$ cat src/rtl/ctx_arb_pkg.sv
package ctx_arb_pkg;
  typedef enum logic [1:0] {
    TS_INACT = 2'b00,
    TS_READY = 2'b01,
    TS_SLEEP = 2'b10,
    TS_EXEC  = 2'b11
  } thr_state_e;
endpackage

$ cat src/rtl/ctx_evt_track.sv
// Per-thread event latch and wait-mask comparison.
module ctx_evt_track #(
  parameter int NEVT = 15
) (
  input  logic            clk_i,
  input  logic            rst_ni,
  input  logic            en_i,
  input  logic [NEVT-1:0] evt_i,
  input  logic            arm_i,
  input  logic [NEVT-1:0] mask_i,
  input  logic            consume_i,
  output logic            met_o
);
  logic [NEVT-1:0] pend_q, pend_d;
  logic [NEVT-1:0] wmask_q;

  always_comb begin
    if (!en_i) begin
      pend_d = '0;
    end else if (consume_i) begin
      pend_d = (pend_q & ~wmask_q) | evt_i;
    end else begin
      pend_d = pend_q | evt_i;
    end
  end

  always_ff @(posedge clk_i or negedge rst_ni) begin
    if (!rst_ni) begin
      pend_q <= '0;
    end else begin
      pend_q <= pend_d;
    end
  end

  always_ff @(posedge clk_i or negedge rst_ni) begin
    if (!rst_ni) begin
      wmask_q <= '0;
    end else if (arm_i) begin
      wmask_q <= mask_i;
    end
  end

  assign met_o = ((wmask_q & ~pend_q) == '0);
endmodule

$ cat src/rtl/ctx_rr_pick.sv
// Round-robin selection: first request at or after base, wrapping.
module ctx_rr_pick #(
  parameter int N  = 8,
  parameter int IW = $clog2(N)
) (
  input  logic [N-1:0]  req_i,
  input  logic [IW-1:0] base_i,
  output logic          found_o,
  output logic [IW-1:0] idx_o
);
  logic [IW-1:0] cand;

  always_comb begin
    found_o = 1'b0;
    idx_o   = '0;
    cand    = '0;
    for (int i = 0; i < N; i++) begin
      cand = base_i + IW'(i);
      if (!found_o && req_i[cand]) begin
        found_o = 1'b1;
        idx_o   = cand;
      end
    end
  end
endmodule

$ cat src/rtl/ctx_arbiter.sv
// Cooperative thread context arbiter. NTHR must be a power of two.
module ctx_arbiter #(
  parameter int NTHR = 8,
  parameter int NEVT = 15
) (
  input  logic                     clk_i,
  input  logic                     rst_ni,
  input  logic [NTHR-1:0]          thr_en_i,
  input  logic                     sleep_req_i,
  input  logic [NEVT-1:0]          sleep_mask_i,
  input  logic [NTHR*NEVT-1:0]     evt_pulse_i,
  output logic [$clog2(NTHR)-1:0]  exec_idx_o,
  output logic                     exec_valid_o,
  output logic [2*NTHR-1:0]        thr_state_o
);
  import ctx_arb_pkg::*;

  localparam int IW = $clog2(NTHR);

  thr_state_e    state_q [NTHR];
  thr_state_e    state_d [NTHR];
  logic [NTHR-1:0] is_exec, pick_req, met, consume, arm;
  logic          exec_any, pick_found, pick_go, sleep_go;
  logic [IW-1:0] pick_idx, ptr_q, ptr_d, idx_q, idx_d;

  assign exec_any = |is_exec;
  assign sleep_go = exec_any & sleep_req_i;
  assign pick_go  = ~exec_any & pick_found;

  ctx_rr_pick #(.N(NTHR), .IW(IW)) u_pick (
    .req_i   (pick_req),
    .base_i  (ptr_q),
    .found_o (pick_found),
    .idx_o   (pick_idx)
  );

  for (genvar t = 0; t < NTHR; t++) begin : g_thr
    assign is_exec[t]  = (state_q[t] == TS_EXEC);
    assign pick_req[t] = (state_q[t] == TS_READY) & thr_en_i[t];
    assign arm[t]      = is_exec[t] & sleep_req_i;
    assign consume[t]  = (state_q[t] == TS_SLEEP) & thr_en_i[t] & met[t];
    assign thr_state_o[2*t +: 2] = state_q[t];

    ctx_evt_track #(.NEVT(NEVT)) u_evt (
      .clk_i     (clk_i),
      .rst_ni    (rst_ni),
      .en_i      (thr_en_i[t]),
      .evt_i     (evt_pulse_i[t*NEVT +: NEVT]),
      .arm_i     (arm[t]),
      .mask_i    (sleep_mask_i),
      .consume_i (consume[t]),
      .met_o     (met[t])
    );

    always_comb begin
      state_d[t] = state_q[t];
      unique case (state_q[t])
        TS_INACT: if (thr_en_i[t]) state_d[t] = TS_READY;
        TS_READY: begin
          if (!thr_en_i[t]) state_d[t] = TS_INACT;
          else if (pick_go && pick_idx == IW'(t)) state_d[t] = TS_EXEC;
        end
        TS_EXEC:  if (sleep_req_i) state_d[t] = TS_SLEEP;
        TS_SLEEP: begin
          if (!thr_en_i[t]) state_d[t] = TS_INACT;
          else if (met[t]) state_d[t] = TS_READY;
        end
        default:  state_d[t] = TS_INACT;
      endcase
    end

    always_ff @(posedge clk_i or negedge rst_ni) begin
      if (!rst_ni) begin
        state_q[t] <= TS_INACT;
      end else begin
        state_q[t] <= state_d[t];
      end
    end
  end

  assign ptr_d = idx_q + IW'(1);
  assign idx_d = pick_idx;

  always_ff @(posedge clk_i or negedge rst_ni) begin
    if (!rst_ni) begin
      ptr_q <= '0;
    end else if (sleep_go) begin
      ptr_q <= ptr_d;
    end
  end

  always_ff @(posedge clk_i or negedge rst_ni) begin
    if (!rst_ni) begin
      idx_q <= '0;
    end else if (pick_go) begin
      idx_q <= idx_d;
    end
  end

  assign exec_idx_o   = idx_q;
  assign exec_valid_o = exec_any;
endmodule

$ cat config.mk
export PLATFORM = sky130hd
export DESIGN_NAME = ctx_arbiter
export DESIGN_NICKNAME = d
export VERILOG_FILES = /design/src/rtl/ctx_arb_pkg.sv /design/src/rtl/ctx_evt_track.sv /design/src/rtl/ctx_rr_pick.sv /design/src/rtl/ctx_arbiter.sv
export SDC_FILE = /design/constraint.sdc
export NUM_CORES = 1
export LEC_CHECK = 0
export BUFFER_PORTS_ARGS = -buffer_cell sky130_fd_sc_hd__buf_2
export CAP_MARGIN = 20
export CORE_ASPECT_RATIO = 1.25
export CORE_UTILIZATION = 40
export CTS_CLUSTER_SIZE = 40
export DETAILED_ROUTE_END_ITERATION = 6
export PLACE_DENSITY = 0.6
export SYNTH_ARGS = -nofsm -noshare
export SYNTH_HDL_FRONTEND = slang
export SYNTH_SLANG_ARGS = --single-unit
export TNS_END_PERCENT = 100
$ cat constraint.sdc
create_clock -name clk_i -period 4.4 [get_ports clk_i]
set_input_delay 0.22 -clock clk_i [delete_from_list [all_inputs] [get_ports clk_i]]
set_output_delay 0.22 -clock clk_i [all_outputs]
set_load 0.005 [all_outputs]
Word-level counts from Yosys, hierarchy flattened
Index checks and enable logic that the tools add are counted.
- output and inout bits: 20
- input bits: 146
- register bits after elaboration: 262
- muxes and demuxes: 97
- order comparisons: 8
- equal/unequal tests: 63
- bitwise logic cells: 83
- $add $sub $neg: 8
- reductions and logical operators: 48
- operators by type and width (kind ; count):
    AND 15 bit ; 16
    2-to-1 mux 15 bit ; 16
    inverter 15 bit ; 16
    OR 15 bit ; 16
    logical NOT 15 bit ; 8
    2-to-1 mux 2 bit ; 41
    case mux 2 bit (4 select lines) ; 8
    != test 3 x 2 -> 1 bit, second input constant ; 16
    AND 1 bit ; 34
    == test 2 bit, second input constant ; 16
    < comparator 3 x 4 -> 1 bit, second input constant ; 8
    != test 2 bit, second input constant ; 16
    AND reduction 4 bit ; 8
    binary-select mux 1 bit (select 3 bit) ; 8
    2-to-1 mux 3 bit ; 8
    == test 2 x 1 -> 1 bit, second input constant ; 8
    logical NOT 2 bit ; 8
    2-to-1 mux 1 bit ; 16
    logical AND 1 bit ; 15
    adder 3 bit, second input constant ; 4
    == test 3 bit, second input constant ; 4
    OR reduction 8 bit ; 1
    logical NOT 1 bit ; 7
    adder 3 x 1 -> 3 bit, second input constant ; 2
    other kinds (5) ; 7

Depth between registers and ports, before layout
Gate-level depths: netlist (run 1).
- depth after elaboration: 31
- gate-level depth with buffers: 11
- mapped depth without buffers: 9

By module
From an unflattened synthesis (run 1), not the netlist that was laid out.
- cells, all modules: 1237
- area total of the unflattened synthesis: 12298.0 um^2
- modules (own cells, without submodules) (module ; cells each ; area an instance (um^2) ; seq. area each (um^2) ; instances):
    ctx_evt_track ; 123 ; 1273.7 ; 750.7 ; 8
    ctx_arbiter ; 153 ; 1291.2 ; 550.5 ; 1
    ctx_rr_pick ; 100 ; 817.0 ; 0.0 ; 1

Least setup slack after synthesis (run 1)
No wires, ideal clock.
- path kind: register -> register
- start point: reg ptr_q[1]
- end point: reg state_q, in the netlist thr_state_o[11]
- setup time: 0.101 ns
- stages on the path, launching flop included: 12
- setup slack: 1.225 ns
- data required time: 4.299 ns
- data arrival time: 3.075 ns
- cell sequence: dfrtp_1 buf_2 inv_1 ha_1 buf_2 inv_1 mux4_2 nand4b_4 o31a_1 and3_4 or3b_4 o32ai_1
- longest elaborated chain between the ends: 28
- elaborated cells on any way between the ends: 58
- RTL lines (element ; line ; RTL):
    start, declared ; ctx_arbiter.sv:24 ; logic [IW-1:0] pick_idx, ptr_q, ptr_d, idx_q, idx_d;
    start signal, assigned ; ctx_arbiter.sv:88 ; ptr_q <= ptr_d;
    parallel branches: the longest is 25 deep, another holds adder 3 x 1 -> 3 bit ; n/a ;
    logical AND 1 bit * ; ctx_arbiter.sv:61 ; else if (pick_go && pick_idx == IW'(t)) state_d[t] = TS_EXEC;
    != test 3 x 2 -> 1 bit (no source line) * ; n/a ;
    AND reduction 4 bit (no source line) * ; n/a ;
    end signal, assigned by index ; ctx_arbiter.sv:76 ; state_q[t] <= state_d[t];
    end, declared ; ctx_arbiter.sv:20 ; thr_state_e state_q [NTHR];
Every way passes the cells marked *. The select of a mux whose other input is x is not followed.
A chain may end at the register's enable or synchronous reset.

Worst setup path after layout (run 1)
- start point: reg ptr_q[0]
- end point: reg state_q, in the netlist thr_state_o[11]
Same word-level chain as after synthesis.

==> results.json, run 1 <==
{
  "status": "completed",
  "n_antenna_cell": 0,
  "num-nets-final": 1506,
  "ant_nets": 0,
  "critPathBufInv": 2,
  "wire_per_inst_um": 19.6,
  "cts_sinks": 262,
  "synth.distinct_cells": 61,
  "port_buffers": 165,
  "syn_area_mm2": 0.0123,
  "place.gp.congestion": 0.904,
  "drt_wl_total_mm": 34.8,
  "viasPerCell": 5.29,
  "cts_tree": "yes",
  "startpoint": "ptr_q[0]$_DFFE_PN0P_",
  "finalCriticalPeriod_ps": 3460,
  "fmax_ghz": 0.289,
  "ys_seq_area_share_pct": 53.4,
  "netlist_instances": 1084,
  "fillers": 2735,
  "postSynth.asyncResetShare_pct": 100,
  "crit_family": "simple AND/OR/NAND/NOR gates",
  "grt_first_pass_wirelength_mm": 54.0,
  "dr_total_vias": 9393,
  "gr-usage-all-layers_pct": 22.3,
  "synth_flop_cell": "dfrtp_1",
  "numCtsBuffers": 27,
  "drive_gt1_share_pct": 25.8,
  "cts_buffer_depth": 3,
  "ir_drop_uv": 252,
  "drtIter0Drc": 424,
  "fp.dieH_um": 198,
  "r2r_end": "thr_state_o[11]$_DFFE_PN0P_",
  "worst_pin_slew_ps": 922,
  "required_ps": 4810,
  "synth-seq-cells": 262,
  "syn_nets": 1233,
  "hold_class": "input pin to flip-flop",
  "synth_warnings": 0,
  "areaGrowthSynthToFinish_pct": 26.6,
  "cap_violations": 0,
  "cp-endpoint": "thr_state_o[11]$_DFFE_PN0P_",
  "grt_pass1_vias": 9488,
  "fin_crit_sh_pct": 78.6,
  "clk_latency_ps": 530,
  "cts_max_level": 1,
  "power_density_mw_per_mm2": 575,
  "postSynthAreaPerCell_um2": 11.3,
  "drcViolationCount": 0,
  "crit_type": "flip-flop to flip-flop",
  "cts_setup_buffers": 0,
  "clockRootBuffer": "clkbuf_16",
  "cp.arrival_ps": 3870,
  "synth_edf_count": 0,
  "instances_no_fill": 1776,
  "crit_path_max_fanout": 7,
  "r2r_start": "ptr_q[0]$_DFFE_PN0P_",
  "drt_first_pass_iters": 5,
  "antenna_found_initial": 1,
  "rows": 71,
  "dieArea_mm2": 0.0314,
  "place_inst": 1608,
  "cts_hold_buf": 121,
  "path_depth": 9,
  "top_level_ports": 166,
  "grt_max_degree": 118,
  "final.setup.tns_ps": 0,
  "grt_overflow": 0,
  "initial_core_util_pct": 40.8,
  "cts.repair.resized": 0,
  "die_x_um": 159,
  "final_common_cell": "dfrtp_1",
  "startpoint_type": "flip-flop",
  "setup_violations": 0,
  "coreArea_mm2": 0.0301,
  "final_cell_mix": "dfrtp_1 (262), buf_2 (164), inv_1 (133)",
  "rsz0062_at_grt": "no",
  "cp_slowest_cell": "mux4_2",
  "slew_headroom_pct": 38.5,
  "slowest_delay_ps": 610,
  "hold_viol": 0,
  "endpoint_kind": "flip-flop",
  "rrSetupSlack_ps": 940,
  "clkTransAtPathRegs_ps": 60,
  "holdWs_ps": 105,
  "dp_hpwl_mm": 24.1,
  "leakage_nw": 7.14,
  "crit_chain": "bufinv_8 -> ha_1 -> inv_1 -> mux4_2 -> nand4b_4 -> nor4b_2 -> a211oi_1 -> or3b_4 -> o32ai_1",
  "slew_viol_final": 0,
  "hp-start": "thr_en_i[3]",
  "final.setup_skew_ps": 16.4,
  "rr_worst_depth": 9
}
-- layout make-up --
class	instances	area [µm²]	area share (%)
clock buffers	37	763	4.91
clock inverters	10	104	0.668
inverters	134	517	3.32
multi-input cells	640	5020	32.3
flip-flops and latches	262	6560	42.2
well taps	401	502	3.23
repair buffers	292	2090	13.5
-- cells by family (layout without fill, tap and decap cells) --
logic type / count (synthesis) / after routing / share of synthesized area [%]
adders and majority gates: 3 / 3 / 0.306
AOI/OAI and AO/OA: 367 / 367 / 21.1
muxes: 133 / 133 / 12.8
and+or+nand+nor: 134 / 134 / 6.42
DFF: 262 / 262 / 53.4
xor gates and xnor gates: 3 / 3 / 0.214
buffers and inverters: 182 / 473 / 5.79
-- stage by stage --
step / utilization (%) / instance area (µm²) / total power, W / worst slack [ps]
detailed placement: 44.7 / 13500 / 0.00664 / 974
finish: 51.6 / 15600 / 0.00895 / 943
global route: 51.6 / 15600 / 0.00948 / 779
global placement: 44.7 / 13500 / 0.00660 / 956
CTS: 51.6 / 15600 / 0.00901 / 959
floorplan: - / 12300 / 0.00570 / 1220
-- state kept, by name, summed over array words and instances (netlist names) --
signal and flops:
exec_idx_o 3, g_thr.u_evt.pend_q 120, g_thr.u_evt.wmask_q 120, ptr_q 3
thr_state_o 16
-- per-layer routing --
metal  GRT usage, %  share of wire (%)  wire, µm  vias to the layer above
met5              0                  0         0                        -
met4           7.62                3.0      1050                        0
met3           1.89                3.4      1190                       55
met2           37.7                 49     17000                      213
met1           30.3                 45     15600                     4695
li1               -                  -         -                     4430
-- Yosys cell counts (7+ instances only) --
library cell | number | share of area, %
a21boi_0 | 80 | 4.9
a21oi_1 | 49 | 2.0
a221oi_1 | 8 | 0.57
a222oi_1 | 9 | 0.73
and3_1 | 9 | 0.46
clkbuf_1 | 41 | 1.3
dfrtp_1 | 262 | 53
inv_1 | 133 | 4.1
mux2_2 | 123 | 11
mux4_2 | 7 | 1.3
nand2_1 | 26 | 0.79
nand3_1 | 27 | 1.1
nor2_1 | 21 | 0.64
nor4_1 | 10 | 0.51
o21a_1 | 123 | 7.5
o21ai_0 | 24 | 0.98
o22ai_1 | 41 | 2.1
o32ai_1 | 7 | 0.50
-- worst min path at each step --
| stage | end | slack (ps) | cells past startpoint |
|---|---|---|---|
| 2_1_floorplan | exec_idx_o[0]$_DFFE_PN0P_ | -80 | 0 |
| 5_1_grt | g_thr[3].u_evt.pend_q[14]$_DFF_PN0_ | 110 | 2 |
| 3_5_place_dp | g_thr[1].u_evt.pend_q[7]$_DFF_PN0_ | 360 | 1 |
| 6_report | g_thr[3].u_evt.pend_q[3]$_DFF_PN0_ | 110 | 2 |
| 3_3_place_gp | g_thr[1].u_evt.pend_q[7]$_DFF_PN0_ | 360 | 1 |
| 4_1_cts | g_thr[3].u_evt.pend_q[7]$_DFF_PN0_ | 100 | 2 |
-- worst register-to-register path, delay by kind of cell (launching register included) --
family / cells / cell delay [ps]
muxes: 1 / 610
and+or+nand+nor: 3 / 1140
adders and majority gates: 1 / 400
DFF: 1 / 340
AOI/OAI and AO/OA: 2 / 390
buffers and inverters: 2 / 470
-- where the power goes --
part / internal [W] / switching [W]
sequential: 0.00311 / 0.000546
clock: 0.00132 / 0.000941
combinational: 0.00148 / 0.00155
Power figures use the tool's default switching activity.
==> run 2, diff against run 1 <==
clock period = 3.35 ns   (was 4.4 ns; I/O delays follow)
==> run 2 against run 1 <==
Compared with the run above: design area up 1.7%; non-clock buffer count up 31; combinational power up 43%; hold slack worse by 82 ps; clock power up 29%; critical endpoint is now thr_state_o[15]$_DFFE_PN0P_; sequential cell count unchanged; worst setup slack worse by 750 ps; largest cell class unchanged; utilization up 0.86 points; register-to-register slack worse by 750 ps; die area unchanged; clock skew up 13 ps; fmax up 9.7%.
==> results.json, run 2 (synthesis results as in run 1) <==
{
  "status": "completed",
  "cp_slowest_cell": "mux4_2",
  "worst_slack_ps": 197,
  "crit_family": "simple AND/OR/NAND/NOR gates",
  "num-nets-final": 1537,
  "required_ps": 3810,
  "ant_nets": 0,
  "cts_max_level": 1,
  "antenna_found_initial": 1,
  "cp.arrival_ps": 3610,
  "endpoint_kind": "flip-flop",
  "preCtsSetupSlack_ps": 168,
  "cts_tree": "yes",
  "grt_first_pass_wirelength_mm": 55.4,
  "slew_viol_final": 0,
  "finalPower_w": 0.0120,
  "fin_crit_sh_pct": 94.1,
  "drive_gt1_share_pct": 27.1,
  "r2r_start": "ptr_q[0]$_DFFE_PN0P_",
  "rr_worst_depth": 9,
  "drcViolationCount": 0,
  "dp_hpwl_mm": 24.8,
  "final_common_cell": "dfrtp_1",
  "whs_endpoint": "thr_state_o[11]$_DFFE_PN0P_",
  "final.setup_skew_ps": 29.0,
  "cts_sinks": 262,
  "final_area_mm2": 0.0158,
  "power.share.sequential_pct": 39.9,
  "seqCellArea_mm2": 0.00656,
  "top_level_ports": 166,
  "startpoint_type": "flip-flop",
  "drt_wl_total_mm": 35.5,
  "multi_input_area_mm2": 0.00502,
  "dr_total_vias": 9529,
  "hp-start": "thr_en_i[5]",
  "power_density_mw_per_mm2": 761,
  "crit_type": "flip-flop to flip-flop",
  "finalCriticalPeriod_ps": 3150,
  "grt_max_degree": 98,
  "rsz0062_at_grt": "no",
  "rows": 71,
  "fmax_ghz": 0.317,
  "clockRootBuffer": "clkbuf_16",
  "clk_latency_ps": 560,
  "areaGrowthSynthToFinish_pct": 28.7,
  "viasPerCell": 5.27,
  "worstHoldPathCells": 3,
  "ir_drop_uv": 423,
  "hold_viol": 0,
  "worst_pin_slew_ps": 795,
  "place_area_mm2": 0.0137,
  "grt_overflow": 0,
  "leakage_nw": 7.29,
  "hold_class": "input pin to flip-flop",
  "rrSetupSlack_ps": 200,
  "dieArea_mm2": 0.0314,
  "crit_chain": "bufinv_8 -> ha_1 -> inv_1 -> mux4_2 -> nand4b_4 -> nor4b_2 -> a211oi_1 -> or3b_4 -> o32ai_1",
  "fp.dieH_um": 198,
  "fillers": 2703,
  "path_depth": 9,
  "port_buffers": 165,
  "final_cell_mix": "dfrtp_1 (262), buf_2 (164), inv_1 (133)",
  "grt_pass1_vias": 9722,
  "crit_path_max_fanout": 6,
  "die_x_um": 159,
  "drtIter0Drc": 425,
  "wire_per_inst_um": 19.7,
  "initial_core_util_pct": 40.8,
  "critPathBufInv": 2,
  "p_comb_share_pct": 35.9,
  "swShare_pct": 33.9,
  "slowest_delay_ps": 550,
  "pwr-share-clk_pct": 24.3,
  "place.gp.congestion": 0.890,
  "drt_first_pass_iters": 5,
  "setup_violations": 0,
  "p_int_w": 0.00796,
  "cap_violations": 0,
  "final.setup.tns_ps": 0,
  "numCtsBuffers": 27,
  "cts_buffer_depth": 3,
  "slew_headroom_pct": 46.8,
  "gr-usage-all-layers_pct": 23.0,
  "r2r_end": "thr_state_o[15]$_DFFE_PN0P_",
  "coreArea_mm2": 0.0301,
  "switchingPower_w": 0.00408,
  "clkTransAtPathRegs_ps": 60
}
## run 2: cell types whose count changed in the layout (fill, tap and decap cells not counted), sizes merged
cell and change:
clkbuf +5, diode +1, dlygate4sd3 +4, bufinv -2, buf +27, clkinv -4
inv +1
## run 2: power by group through the flow
stage | logic, W | clock network (W) | registers (W)
global placement | 0.00417 | 0 | 0.00482
CTS | 0.00434 | 0.00299 | 0.00479
detailed placement | 0.00420 | 0 | 0.00485
global route | 0.00474 | 0.00312 | 0.00493
floorplan | 0.00287 | 0 | 0.00461
finish | 0.00432 | 0.00292 | 0.00480
## run 2: stage by stage
step	hold WS (ps)	utilization, %	std cells
3_3_place_gp	242	45.5	1635
2_1_floorplan	-128	-	1084
4_1_cts	18.9	52.5	1807
5_1_grt	24.2	52.5	1808
6_report	24.0	52.5	1808
3_5_place_dp	237	45.5	1635
## run 2: timing repair
| action | 4_1_cts | 5_1_grt |
|---|---|---|
| hold buffers | 125 | 0 |
| gates resized for setup | 0 | 0 |
| setup buffers | 0 | 0 |
| endpoints found under the hold margin | 214 | 0 |
## run 2: final cells by class
type                       count  share of cell area (%)
clock buffer                  42                    5.20
multi-input combinational    640                    31.7
tap                          401                    3.17
timing repair buffer         323                    14.9
sequential                   262                    41.5
inverter                     134                    3.27
clock inverter                 5                   0.206
antenna                        1                  0.0158
## run 2: worst max-delay path by stage
stage / startpoint / end / slack (ps)
4_1_cts: ptr_q[0]$_DFFE_PN0P_ / thr_state_o[15]$_DFFE_PN0P_ / 170
3_3_place_gp: ptr_q[0]$_DFFE_PN0P_ / thr_state_o[3]$_DFFE_PN0P_ / 240
6_report: ptr_q[0]$_DFFE_PN0P_ / thr_state_o[15]$_DFFE_PN0P_ / 200
3_5_place_dp: ptr_q[0]$_DFFE_PN0P_ / thr_state_o[15]$_DFFE_PN0P_ / 170
5_1_grt: ptr_q[0]$_DFFE_PN0P_ / thr_state_o[15]$_DFFE_PN0P_ / 8
2_1_floorplan: ptr_q[1]$_DFFE_PN0P_ / thr_state_o[11]$_DFFE_PN0P_ / 170
## run 2: per-layer routing
metal	GRT usage [%]	wire length, µm
met5	0	0
met4	7.87	957
met3	2.43	1090
met2	39.8	17500
met1	30.0	15900
## run 2: worst reg2reg max path, delay by kind of cell (launching register included)
family / cells / cell delay, ps
AOI/OAI and AO/OA: 2 / 400
adders and majority gates: 1 / 300
buffers and inverters: 2 / 370
DFF: 1 / 360
muxes: 1 / 560
and+or+nand+nor: 3 / 1090
